`config.mk`:
```
export PLATFORM = sky130hd
export DESIGN_NAME = line_prefetcher
export DESIGN_NICKNAME = d
export VERILOG_FILES = /design/src/rtl/lp_pkg.sv /design/src/rtl/lp_line_buf.sv /design/src/rtl/lp_fetch_ctrl.sv /design/src/rtl/line_prefetcher.sv
export SDC_FILE = /design/constraint.sdc
export NUM_CORES = 1
export LEC_CHECK = 0
export CORE_ASPECT_RATIO = 0.7
export CORE_MARGIN = 5
export CORE_UTILIZATION = 40
export CTS_BUF_LIST = sky130_fd_sc_hd__clkbuf_4 sky130_fd_sc_hd__clkbuf_8
export DETAILED_ROUTE_END_ITERATION = 10
export GPL_TIMING_DRIVEN = 0
export PLACE_DENSITY_LB_ADDON = 0.08
export SYNTH_ARGS = -nofsm -noshare
export SYNTH_HDL_FRONTEND = slang
export SYNTH_SLANG_ARGS = --single-unit
```
`constraint.sdc`:
```
create_clock -name clk_i -period 4.75 [get_ports clk_i]
set_clock_uncertainty 0.2 [all_clocks]
set_input_delay 0.95 -clock clk_i [delete_from_list [all_inputs] [get_ports clk_i]]
set_output_delay 0.95 -clock clk_i [all_outputs]
set_load 0.05 [all_outputs]
```
`src/rtl/lp_pkg.sv`:
```
package lp_pkg;
  localparam int unsigned LP_ADDR_W     = 16;
  localparam int unsigned LP_INSTR_W    = 32;
  localparam int unsigned LP_LINE_WORDS = 4;
  localparam int unsigned LP_OPC_LSB    = 26;
  localparam int unsigned LP_OPC_W      = 6;
  localparam logic [LP_OPC_W-1:0] LP_BR_OPC = 6'b000100;
endpackage

```
`src/rtl/lp_line_buf.sv`:
```
module lp_line_buf #(
  parameter int unsigned INSTR_W    = 32,
  parameter int unsigned LINE_WORDS = 4,
  parameter int unsigned TAG_W      = 14,
  parameter int unsigned OPC_LSB    = 26,
  parameter int unsigned OPC_W      = 6,
  parameter logic [OPC_W-1:0] BR_OPC = 6'b000100,
  localparam int unsigned LINE_W    = INSTR_W * LINE_WORDS
) (
  input  logic              clk_i,
  input  logic              rst_ni,
  input  logic              fill_i,
  input  logic              inval_i,
  input  logic [TAG_W-1:0]  fill_tag_i,
  input  logic [LINE_W-1:0] fill_data_i,
  output logic              valid_o,
  output logic [TAG_W-1:0]  tag_o,
  output logic [LINE_W-1:0] data_o,
  output logic              br_o
);
  logic [LINE_WORDS-1:0] word_is_br;

  // branch decode on the way in, one result per word
  for (genvar k = 0; k < LINE_WORDS; k++) begin : g_dec
    assign word_is_br[k] = (fill_data_i[k*INSTR_W+OPC_LSB +: OPC_W] == BR_OPC);
  end

  always_ff @(posedge clk_i or negedge rst_ni) begin
    if (!rst_ni) begin
      valid_o <= 1'b0;
      tag_o   <= '0;
      data_o  <= '0;
      br_o    <= 1'b0;
    end else if (fill_i) begin
      valid_o <= 1'b1;
      tag_o   <= fill_tag_i;
      data_o  <= fill_data_i;
      br_o    <= |word_is_br;
    end else if (inval_i) begin
      valid_o <= 1'b0;
    end
  end
endmodule

```
`src/rtl/lp_fetch_ctrl.sv`:
```
module lp_fetch_ctrl #(
  parameter int unsigned TAG_W = 14
) (
  input  logic                  clk_i,
  input  logic                  rst_ni,
  input  logic                  req_i,
  input  logic [TAG_W-1:0]      req_tag_i,
  input  logic [1:0]            buf_valid_i,
  input  logic [1:0][TAG_W-1:0] buf_tag_i,
  input  logic [1:0]            buf_br_i,
  input  logic                  mem_rvalid_i,
  output logic                  sel_o,
  output logic                  hit_o,
  output logic                  hit_buf_o,
  output logic                  mem_req_o,
  output logic [TAG_W-1:0]      mem_line_o,
  output logic [1:0]            fill_o,
  output logic [1:0]            inval_o,
  output logic [TAG_W-1:0]      fill_tag_o
);
  logic             sel_q, busy_q, dem_q;
  logic [TAG_W-1:0] busy_tag_q;
  logic             cur, oth;
  logic             hit_cur, hit_oth, swap, miss;
  logic             issue_dem, issue_pf, fill, flip;
  logic [TAG_W-1:0] next_tag;
  logic             oth_has_next;

  assign cur = sel_q;
  assign oth = ~sel_q;

  assign hit_cur      = buf_valid_i[cur] && (buf_tag_i[cur] == req_tag_i);
  assign hit_oth      = buf_valid_i[oth] && (buf_tag_i[oth] == req_tag_i);
  assign swap         = req_i && !hit_cur && hit_oth;
  assign miss         = req_i && !hit_cur && !hit_oth;
  assign next_tag     = buf_tag_i[cur] + 1'b1;
  assign oth_has_next = buf_valid_i[oth] && (buf_tag_i[oth] == next_tag);

  // demand first; background burst only from a branch-free current line
  assign issue_dem = miss && !busy_q;
  assign issue_pf  = !busy_q && !miss && !swap && buf_valid_i[cur] &&
                     !buf_br_i[cur] && !oth_has_next;
  assign fill      = busy_q && mem_rvalid_i;
  assign flip      = (fill && dem_q) || swap;

  assign mem_req_o  = issue_dem || issue_pf;
  assign mem_line_o = issue_dem ? req_tag_i : next_tag;
  assign fill_tag_o = busy_tag_q;
  assign sel_o      = sel_q;
  assign hit_o      = req_i && (hit_cur || hit_oth);
  assign hit_buf_o  = hit_cur ? cur : oth;

  always_comb begin
    fill_o  = '0;
    inval_o = '0;
    fill_o[oth] = fill;
    if (mem_req_o)    inval_o[oth] = 1'b1;
    if (fill && dem_q) inval_o[cur] = 1'b1;
  end

  always_ff @(posedge clk_i or negedge rst_ni) begin
    if (!rst_ni) begin
      sel_q      <= 1'b0;
      busy_q     <= 1'b0;
      dem_q      <= 1'b0;
      busy_tag_q <= '0;
    end else begin
      if (flip) sel_q <= ~sel_q;
      if (fill) begin
        busy_q <= 1'b0;
      end else if (mem_req_o) begin
        busy_q     <= 1'b1;
        dem_q      <= issue_dem;
        busy_tag_q <= mem_line_o;
      end
    end
  end
endmodule

```
`src/rtl/line_prefetcher.sv`:
```
module line_prefetcher
  import lp_pkg::*;
#(
  parameter int unsigned ADDR_W     = LP_ADDR_W,
  parameter int unsigned INSTR_W    = LP_INSTR_W,
  parameter int unsigned LINE_WORDS = LP_LINE_WORDS,
  parameter int unsigned OPC_LSB    = LP_OPC_LSB,
  parameter int unsigned OPC_W      = LP_OPC_W,
  parameter logic [OPC_W-1:0] BR_OPC = LP_BR_OPC,
  localparam int unsigned OFF_W     = $clog2(LINE_WORDS),
  localparam int unsigned TAG_W     = ADDR_W - OFF_W,
  localparam int unsigned LINE_W    = INSTR_W * LINE_WORDS
) (
  input  logic              clk_i,
  input  logic              rst_ni,
  input  logic              fetch_req_i,
  input  logic [ADDR_W-1:0] fetch_addr_i,
  output logic              fetch_ready_o,
  output logic [INSTR_W-1:0] fetch_instr_o,
  output logic              mem_req_o,
  output logic [TAG_W-1:0]  mem_line_o,
  input  logic              mem_rvalid_i,
  input  logic [LINE_W-1:0] mem_rdata_i
);
  logic [TAG_W-1:0]            req_tag;
  logic [OFF_W-1:0]            req_off;
  logic [1:0]                  buf_valid, buf_br, buf_fill, buf_inval;
  logic [1:0][TAG_W-1:0]       buf_tag;
  logic [1:0][LINE_W-1:0]      buf_data;
  logic [TAG_W-1:0]            fill_tag;
  logic                        sel, hit, hit_buf;
  logic [TAG_W-1:0]            cur_tag;
  logic                        cur_br;

  assign req_tag = fetch_addr_i[ADDR_W-1:OFF_W];
  assign req_off = fetch_addr_i[OFF_W-1:0];

  for (genvar b = 0; b < 2; b++) begin : g_buf
    lp_line_buf #(
      .INSTR_W(INSTR_W), .LINE_WORDS(LINE_WORDS), .TAG_W(TAG_W),
      .OPC_LSB(OPC_LSB), .OPC_W(OPC_W), .BR_OPC(BR_OPC)
    ) u_buf (
      .clk_i       (clk_i),
      .rst_ni      (rst_ni),
      .fill_i      (buf_fill[b]),
      .inval_i     (buf_inval[b]),
      .fill_tag_i  (fill_tag),
      .fill_data_i (mem_rdata_i),
      .valid_o     (buf_valid[b]),
      .tag_o       (buf_tag[b]),
      .data_o      (buf_data[b]),
      .br_o        (buf_br[b])
    );
  end

  lp_fetch_ctrl #(.TAG_W(TAG_W)) u_ctrl (
    .clk_i        (clk_i),
    .rst_ni       (rst_ni),
    .req_i        (fetch_req_i),
    .req_tag_i    (req_tag),
    .buf_valid_i  (buf_valid),
    .buf_tag_i    (buf_tag),
    .buf_br_i     (buf_br),
    .mem_rvalid_i (mem_rvalid_i),
    .sel_o        (sel),
    .hit_o        (hit),
    .hit_buf_o    (hit_buf),
    .mem_req_o    (mem_req_o),
    .mem_line_o   (mem_line_o),
    .fill_o       (buf_fill),
    .inval_o      (buf_inval),
    .fill_tag_o   (fill_tag)
  );

  assign cur_tag       = buf_tag[sel];
  assign cur_br        = buf_br[sel];
  assign fetch_ready_o = hit;
  assign fetch_instr_o = hit ? buf_data[hit_buf][req_off*INSTR_W +: INSTR_W] : '0;
endmodule

```
==> summary.md, run 1 <==
| Metric | Value |
|---|---|
| H-tree Lvls | `2` |
| Final max-slew violation count | `11` |
| Worst min path class | `in -> async` |
| RR Startpoint | `u_ctrl.sel_o` |
| Inst Count DP | `~2800` |
| Full die area | `approximately 48000 um2` |
| Core ar. | `between 40000 and 50000 um2` |
| Power Density | `around 660 nW/um2` |
| Vias | `17319` |
| Synth Cell Area | `between 15000 and 20000 um2` |
| EDFF count, synth | `0` |
| CTS Buf Count | `51` |
| Grt ovf | `0` |
| Overall routing resource usage | `30.5%` |
| Failing checks | `max-capacitance violations, max-slew violations, negative setup slack` |
| Pre-CTS WS | `-1.72 ns` |
| Fin. Hold Viols | `0` |
| P&R area growth vs syn | `37.0%` |
| Clk slew on worst S/H paths | `0.06 ns` |
| Placed wire-length estimate | `53200 um` |
| CTS tree | `done` |
| Syn nets | `2164` |
| Global Route met2 Usage | `a little over two fifths` |
| Placer Congestion | `0.968` |
| Leak pwr | `0.00983 uW` |
| Maximum vdd ir drop | `0.275 mV` |
| Synth Flop Type | `dfrtp_1` |
| Tightest Pin Transition | `1.55 ns` |
| Cells after Synth | `2015` |
| Hold_buf cts | `0` |
| Largest net degree at the start of global routing | `about 120` |
| Clock Tree Root | `clkbuf_8` |
| Pre-Repair DR Iteration Count | `8` |
| Setup crit end kind | `output port` |
| Netlist cell types | `66` |
| Final #Nets | `2465` |
| Initial antenna violation count | `1` |
| Endpoints failing setup | `34` |
| Met3 usage | `9.32%` |
| WP data arrival | `3.95 ns` |
| CTS max path bufs | `3` |
| Share of cells above drive strength 1 | `24.7%` |
| Setup crit start | `u_ctrl.sel_o` |
| Post-synthesis sequential element count | `between 300 and 400` |
| Vias per cell | `roughly 6.0` |
| Initial Util | `40.7%` |
| Port Buffers | `195` |
| Tcrit/Tclk final | `107%` |
| Clock Latency Late Sink | `0.61 ns` |
| Met1 Use GR | `46.6%` |
| Post-synth ARST share | `100%` |
| Pwr Total | `roughly 16000 uW` |
| Avg Inst Size Synth | `approximately 8.6 um2` |
| Antenna Nets Post-Route | `0` |
| RSZ-0062 raised after global routing | `true` |
| First-pass GRT wire length | `109000 um` |
| Clk sinks | `approximately 300` |
| Die height | `184 um` |
| Startpoint types | `flop` |
| DR WL/cell | `26.0 um` |
| Fin cells | `around 2900` |
| Hold Slack | `0.147 ns` |
| Vias in the first global route | `16704` |
| FP Rows | `63` |
| CP Class | `reg -> out` |
| Drt drc | `0` |
| CP required | `3.60 ns` |
| WL final | `75700 um` |
| Initial drt markers | `2055` |
| MaxCap Viol Count | `1` |
| DIE WIDTH | `~260 um` |
| Seq/Total Area, Yosys | `44.2%` |
| FMAX | `0.196 GHz` |
| Outcome | `finished, violations left` |
| YS warnings | `0` |
| Total I/O pin count | `a little under 200` |
| Tmin final | `5.10 ns` |
| Worst setup margin | `-0.352 ns` |
| Crit Path Max Fanout | `8` |
| Max-slew headroom | `-3.57%` |
| Most Crowded Layer GR | `met1` |
==> sequential cells by signal, summed over array words and instances (netlist names) <==
register             count
g_buf.u_buf.data_o     256
g_buf.u_buf.valid_o      2
g_buf.u_buf.br_o         2
u_ctrl.dem_q             1
u_ctrl.sel_o             1
g_buf.u_buf.tag_o       28
u_ctrl.fill_tag_o       14
u_ctrl.busy_q            1
==> Yosys cell counts, drive strengths merged (2+ instances only) <==
library cell    n  area share, %
a2111oi        34            2.0
a211oi          3           0.13
a21o            2          0.087
a21oi         131            3.8
a22oi           4           0.20
a31oi           3           0.11
and2            2          0.072
and3            3           0.11
buf            38            1.3
clkbuf        119            2.6
dfrtp         305             44
inv            22           0.48
mux2          141            9.2
mux2i          60            3.5
nand2         693             15
nand2b          5           0.18
nand3          23           0.69
nand3b          4           0.25
nand4           8           0.29
nand4b          5           0.29
nor2           47            1.0
nor2b           2          0.072
nor3          102            3.0
nor3b           3           0.13
nor4            6           0.33
nor4b           3           0.15
o2111ai        32            1.6
o211ai         26            1.1
o21a            2          0.087
o21ai          62            1.8
o311ai         10           0.55
o31ai           3           0.13
or3b            2           0.10
or4            33            1.4
or4b            5           0.29
xnor2          44            2.3
xor2           13           0.66
==> per-stage QoR <==
stage | setup TNS (ns) | util, % | cell area, um2
after floorplan | -0.568 | - | 17400
after global placement | -3513.08 | 47.3 | 20100
after detailed placement | -68.96 | 47.4 | 20100
after CTS | -9.57 | 52.4 | 22300
after global routing | -12.11 | 55.7 | 23700
final | -8.07 | 55.7 | 23700
==> final timing paths <==
| kind | endpoint | slack (ns) | cells past startpoint |
|---|---|---|---|
| min in group clk_i | g_buf[1].u_buf.data_o[84] | 0.27 | 2 |
| max in group asynchronous | u_ctrl.fill_tag_o[6] | 2.60 | 3 |
| worst max register to register | u_ctrl.fill_tag_o[5] | 0.52 | 14 |
| worst min-delay path | g_buf[1].u_buf.tag_o[5] | 0.15 | 1 |
| worst min register to register | g_buf[1].u_buf.data_o[84] | 0.27 | 2 |
| worst max-delay path | fetch_instr_o[25] | -0.35 | 15 |
==> report_power, final <==
part	total, uW	switching, uW	internal [uW]
Clock	2580	1180	1400
Sequential	4960	1100	3860
Combinational	7980	4750	3230
==> area by class of cell <==
class | instances | area, um2
buffer | 156 | 1020
inverter | 22 | 86.3
timing repair buffer | 249 | 2660
tap | 552 | 691
fill | 3860 | 18800
clock buffer | 86 | 1060
multi-input combinational | 1531 | 10500
clock inverter | 8 | 46.3
sequential | 305 | 7630
antenna | 1 | 2.50
==> routing by layer <==
metal  vias to the layer above  routed length, um
met4                         3               1590
met5                         -                 86
met1                      8631              35100
met2                       967              30400
li1                       7593                  -
met3                       125               8560
==> kinds of logic after synthesis <==
family	Yosys count	share of synthesized area [%]
AOI/OAI and AO/OA	322	12.2
buffers and inverters	179	4.41
xor gates and xnor gates	57	2.93
DFF	305	44.2
muxes	201	12.7
adders and majority gates	1	0.0724
and+or+nand+nor	950	23.6
==> layout by cell type, fill, tap and decap left out, types with 6 or more instances in the layout <==
master,count
mux2i_4,12
nand4_1,8
a2111oi_2,8
nand3_1,17
clkbuf_1,76
a2111oi_4,26
o21ai_4,7
o311ai_1,9
clkbuf_4,24
clkbuf_8,67
inv_1,21
o21ai_0,52
nor3_1,84
nor3_2,18
xnor2_1,38
buf_2,6
dfrtp_1,305
a21oi_1,126
xor2_1,11
buf_4,54
mux2_2,138
clkdlybuf4s50_1,144
nand2_1,684
o211ai_1,26
clkbuf_2,33
nor2_1,46
o2111ai_4,21
nand2_4,7
buf_12,19
buf_6,51
o2111ai_2,8
mux2i_2,12
or4_1,32
clkinv_2,6
mux2i_1,36
==> worst max-delay path: stages, from the launching register on <==
cell	delay, ns
dfrtp_1	0.37
buf_6	0.14
buf_12	0.15
bufbuf_16	0.28
clkinvlp_4	0.14
o211ai_1	0.13
a211oi_2	0.34
and4_4	0.36
xnor2_4	0.09
buf_12	0.15
buf_12	0.13
buf_8	0.12
buf_6	0.12
mux2i_4	0.19
a2111oi_4	0.42
buf_6	0.21
==> what timing repair did <==
item	CTS	global route
pin swaps	30	45
gates cloned	3	6
resized for setup	516	214
buffers inserted	24	19
setup endpoints to repair	65	48
No activity file was read; power rests on OpenSTA's default activity.
==> run 2, diff against run 1 <==
--- a/config.mk
+++ b/config.mk
@@ -5,10 +5,12 @@
 export SDC_FILE = /design/constraint.sdc
 export NUM_CORES = 1
 export LEC_CHECK = 0
+export CAP_MARGIN = 20
 export CORE_ASPECT_RATIO = 0.7
 export CORE_MARGIN = 5
 export CORE_UTILIZATION = 40
 export CTS_BUF_LIST = sky130_fd_sc_hd__clkbuf_4 sky130_fd_sc_hd__clkbuf_8
+export CTS_CLUSTER_DIAMETER = 60
 export DETAILED_ROUTE_END_ITERATION = 10
 export GPL_TIMING_DRIVEN = 0
 export PLACE_DENSITY_LB_ADDON = 0.08
==> summary.md, run 2 (same netlist as run 1, synthesis figures left out) <==
| Metric | Value |
|---|---|
| R2R Path End | `u_ctrl.fill_tag_o[5]` |
| Final #Nets | `2483` |
| Commonest non-fill, non-tap cells in the layout | `686 x nand2_1, 305 x dfrtp_1, 145 x clkdlybuf4s50_1, 138 x mux2_2, 124 x a21oi_1` |
| Crit path cell chain | `buf_6 > buf_12 > buf_12 > buf_12 > mux2i_4 > xnor2_2 > a2111oi_4 > nand4_1 > buf_6 > a21oi_4 > buf_12 > buf_16 > o2111ai_4 > a2111oi_4 > buf_6` |
| First-pass GRT wire length | `111000 um` |
| Buffers & Inverters on Critical Path | `8` |
| Pre-Repair DR Iteration Count | `7` |
| Die height | `184 um` |
| Tightest Pin Transition | `1.08 ns` |
| Initial drt markers | `1951` |
| Share of cells above drive strength 1 | `a little over a quarter` |
| Post-placement cell area | `20200 um2` |
| RSZ-0062 raised after global routing | `true` |
| Full die area | `between 40000 and 50000 um2` |
| Vias per cell | `roughly 6` |
| Worst min path class | `in -> async` |
| Tmin final | `4.99 ns` |
| Slowest-stage cell, CP | `dfrtp_1` |
| CP top delay family | `buffers and inverters` |
| R2R cell count | `11` |
| Max FFs per register | `approximately 260` |
| Setup crit end | `fetch_instr_o[22]` |
| CP Class | `reg -> out` |
| Crit Path Max Fanout | `7` |
| P&R area growth vs syn | `41.3%` |
| Power Density | `approximately 650 nW/um2` |
| Final max-slew violation count | `0` |
| Fillers | `3765` |
| Critical path's largest stage delay | `0.38 ns` |
| Register share of total power | `31.4%` |
| Clock power share | `17.5%` |
| MaxCap Viol Count | `0` |
| Maximum vdd ir drop | `0.418 mV` |
| Design Area, Final | `24400 um2` |
| FMAX | `0.200 GHz` |
| Total I/O pin count | `196` |
| DIE WIDTH | `around 260 um` |
| Failing checks | `negative setup slack` |
| Drt drc | `0` |
| CTS max path bufs | `3` |
| Initial antenna violation count | `1` |
| Clk slew on worst S/H paths | `0.07 ns` |
| H-tree Lvls | `2` |
| Placed wire-length estimate | `roughly 53000 um` |
| Fin. Hold Viols | `0` |
| DR WL/cell | `26.1 um` |
| Worst setup margin | `-0.238 ns` |
| WP data arrival | `3.84 ns` |
| FP Rows | `63` |
| Clock Tree Root | `clkbuf_8` |
| Grt ovf | `0` |
| WL final | `76500 um` |
| Clk sinks | `305` |
| CTS Buf Count | `51` |
| Area of the multi-input gates | `10900 um2` |
| Endpoints failing setup | `41` |
| Tcrit/Tclk final | `105%` |
| RR Startpoint | `g_buf[1].u_buf.tag_o[2]` |
| Internal | `roughly 8700 uW` |
| Slack of the worst reg-to-reg path | `0.63 ns` |
| Port Buffers | `195` |
| Register Area | `roughly 7600 um2` |
| CTS tree | `done` |
| Worst path most repeated cell | `buf_12` |
| Reg with most FFs | `g_buf.u_buf.data_o` |
| Placer Congestion | `0.968` |
| Overall routing resource usage | `a little under a third` |
| Stages on the worst setup path | `15` |
| CP required | `3.60 ns` |
| Vias | `17546` |
| NetSw | `approximately 7000 uW` |
| Vias in the first global route | `16917` |
| Largest net degree at the start of global routing | `between 100 and 150` |
| Leak pwr | `0.0100 uW` |
| Setup crit end kind | `output port` |
| Clock Latency Late Sink | `approximately 0.63 ns` |
| Antenna Nets Post-Route | `0` |
| Startpoint types | `flop` |
| Setup crit start | `u_ctrl.sel_o` |
| Max-slew headroom | `28.3%` |
| Core ar. | `42500 um2` |
| Initial Util | `40.7%` |
| Commonest non-fill, non-tap cell in the layout | `nand2_1` |
| Power share of the combinational group | `51.1%` |
| Outcome | `finished, violations left` |
| Pre-CTS WS | `-1.71 ns` |
| Sw Share | `between 40% and 50%` |
run 2: cell types whose count changed in the layout (fill, tap and decap cells not counted), sizes merged:
cell | before | now
buf | 137 | 157
bufbuf | 2 | 1
bufinv | 0 | 2
clkbuf | 205 | 204
clkdlybuf4s50 | 144 | 145
clkinv | 6 | 4
dlygate4sd2 | 2 | 1
run 2: per-layer routing:
| metal | GRT usage, % | up-vias | share of wire (%) |
|---|---|---|---|
| li1 | - | 7635 | - |
| met1 | 48.5 | 8782 | 47 |
| met2 | 42.4 | 980 | 40 |
| met3 | 7.46 | 149 | 11 |
| met4 | 8.18 | 0 | 2.7 |
| met5 | 0 | - | 0 |
run 2: repair_timing:
item / in CTS / in global routing
setup endpoints to repair: 65 / 48
gates resized for setup: 679 / 125
pin swaps: 57 / 42
setup buffers: 37 / 22
hold buffers: 0 / 0
gates cloned: 4 / 4
run 2: how the worst min path moves through the flow:
| stage | startpoint | endpoint |
|---|---|---|
| 2_1_floorplan | g_buf[1].u_buf.data_o[101] | g_buf[1].u_buf.data_o[101] |
| 3_3_place_gp | g_buf[1].u_buf.data_o[80] | g_buf[1].u_buf.data_o[80] |
| 3_5_place_dp | g_buf[1].u_buf.data_o[84] | g_buf[1].u_buf.data_o[84] |
| 4_1_cts | rst_ni | g_buf[1].u_buf.tag_o[10] |
| 5_1_grt | rst_ni | g_buf[1].u_buf.tag_o[10] |
| 6_report | rst_ni | g_buf[1].u_buf.tag_o[5] |
run 2: cell type report:
| cell class | instances | area share (%) |
|---|---|---|
| Antenna cell | 1 | 0.0102 |
| Buffer | 156 | 4.34 |
| Clock buffer | 86 | 4.54 |
| Clock inverter | 8 | 0.395 |
| Inverter | 22 | 0.354 |
| Multi-Input combinational cell | 1531 | 44.6 |
| Sequential cell | 305 | 31.3 |
| Tap cell | 552 | 2.83 |
| Timing Repair Buffer | 267 | 11.7 |
run 2: metrics by stage:
stage               util [%]  hold WS, ns  setup TNS [ns]  std cells  power (uW)
floorplan                  -        0.245          -0.568       2015        8970
global route            57.5        0.217          -11.00       2928       16700
finish                  57.5        0.151           -6.15       2928       15900
global placement        47.3        0.258        -3513.08       2762       11200
detailed placement      47.5        0.262          -69.73       2767       11300
CTS                     55.5        0.171           -5.05       2902       15100
run 2: power by group through the flow:
stage | clock (uW) | sequential [uW] | combinational, uW
4_1_cts | 2810 | 4930 | 7410
3_3_place_gp | 0 | 4820 | 6360
6_report | 2770 | 4990 | 8120
2_1_floorplan | 0 | 4550 | 4420
5_1_grt | 2920 | 5140 | 8620
3_5_place_dp | 0 | 4850 | 6470
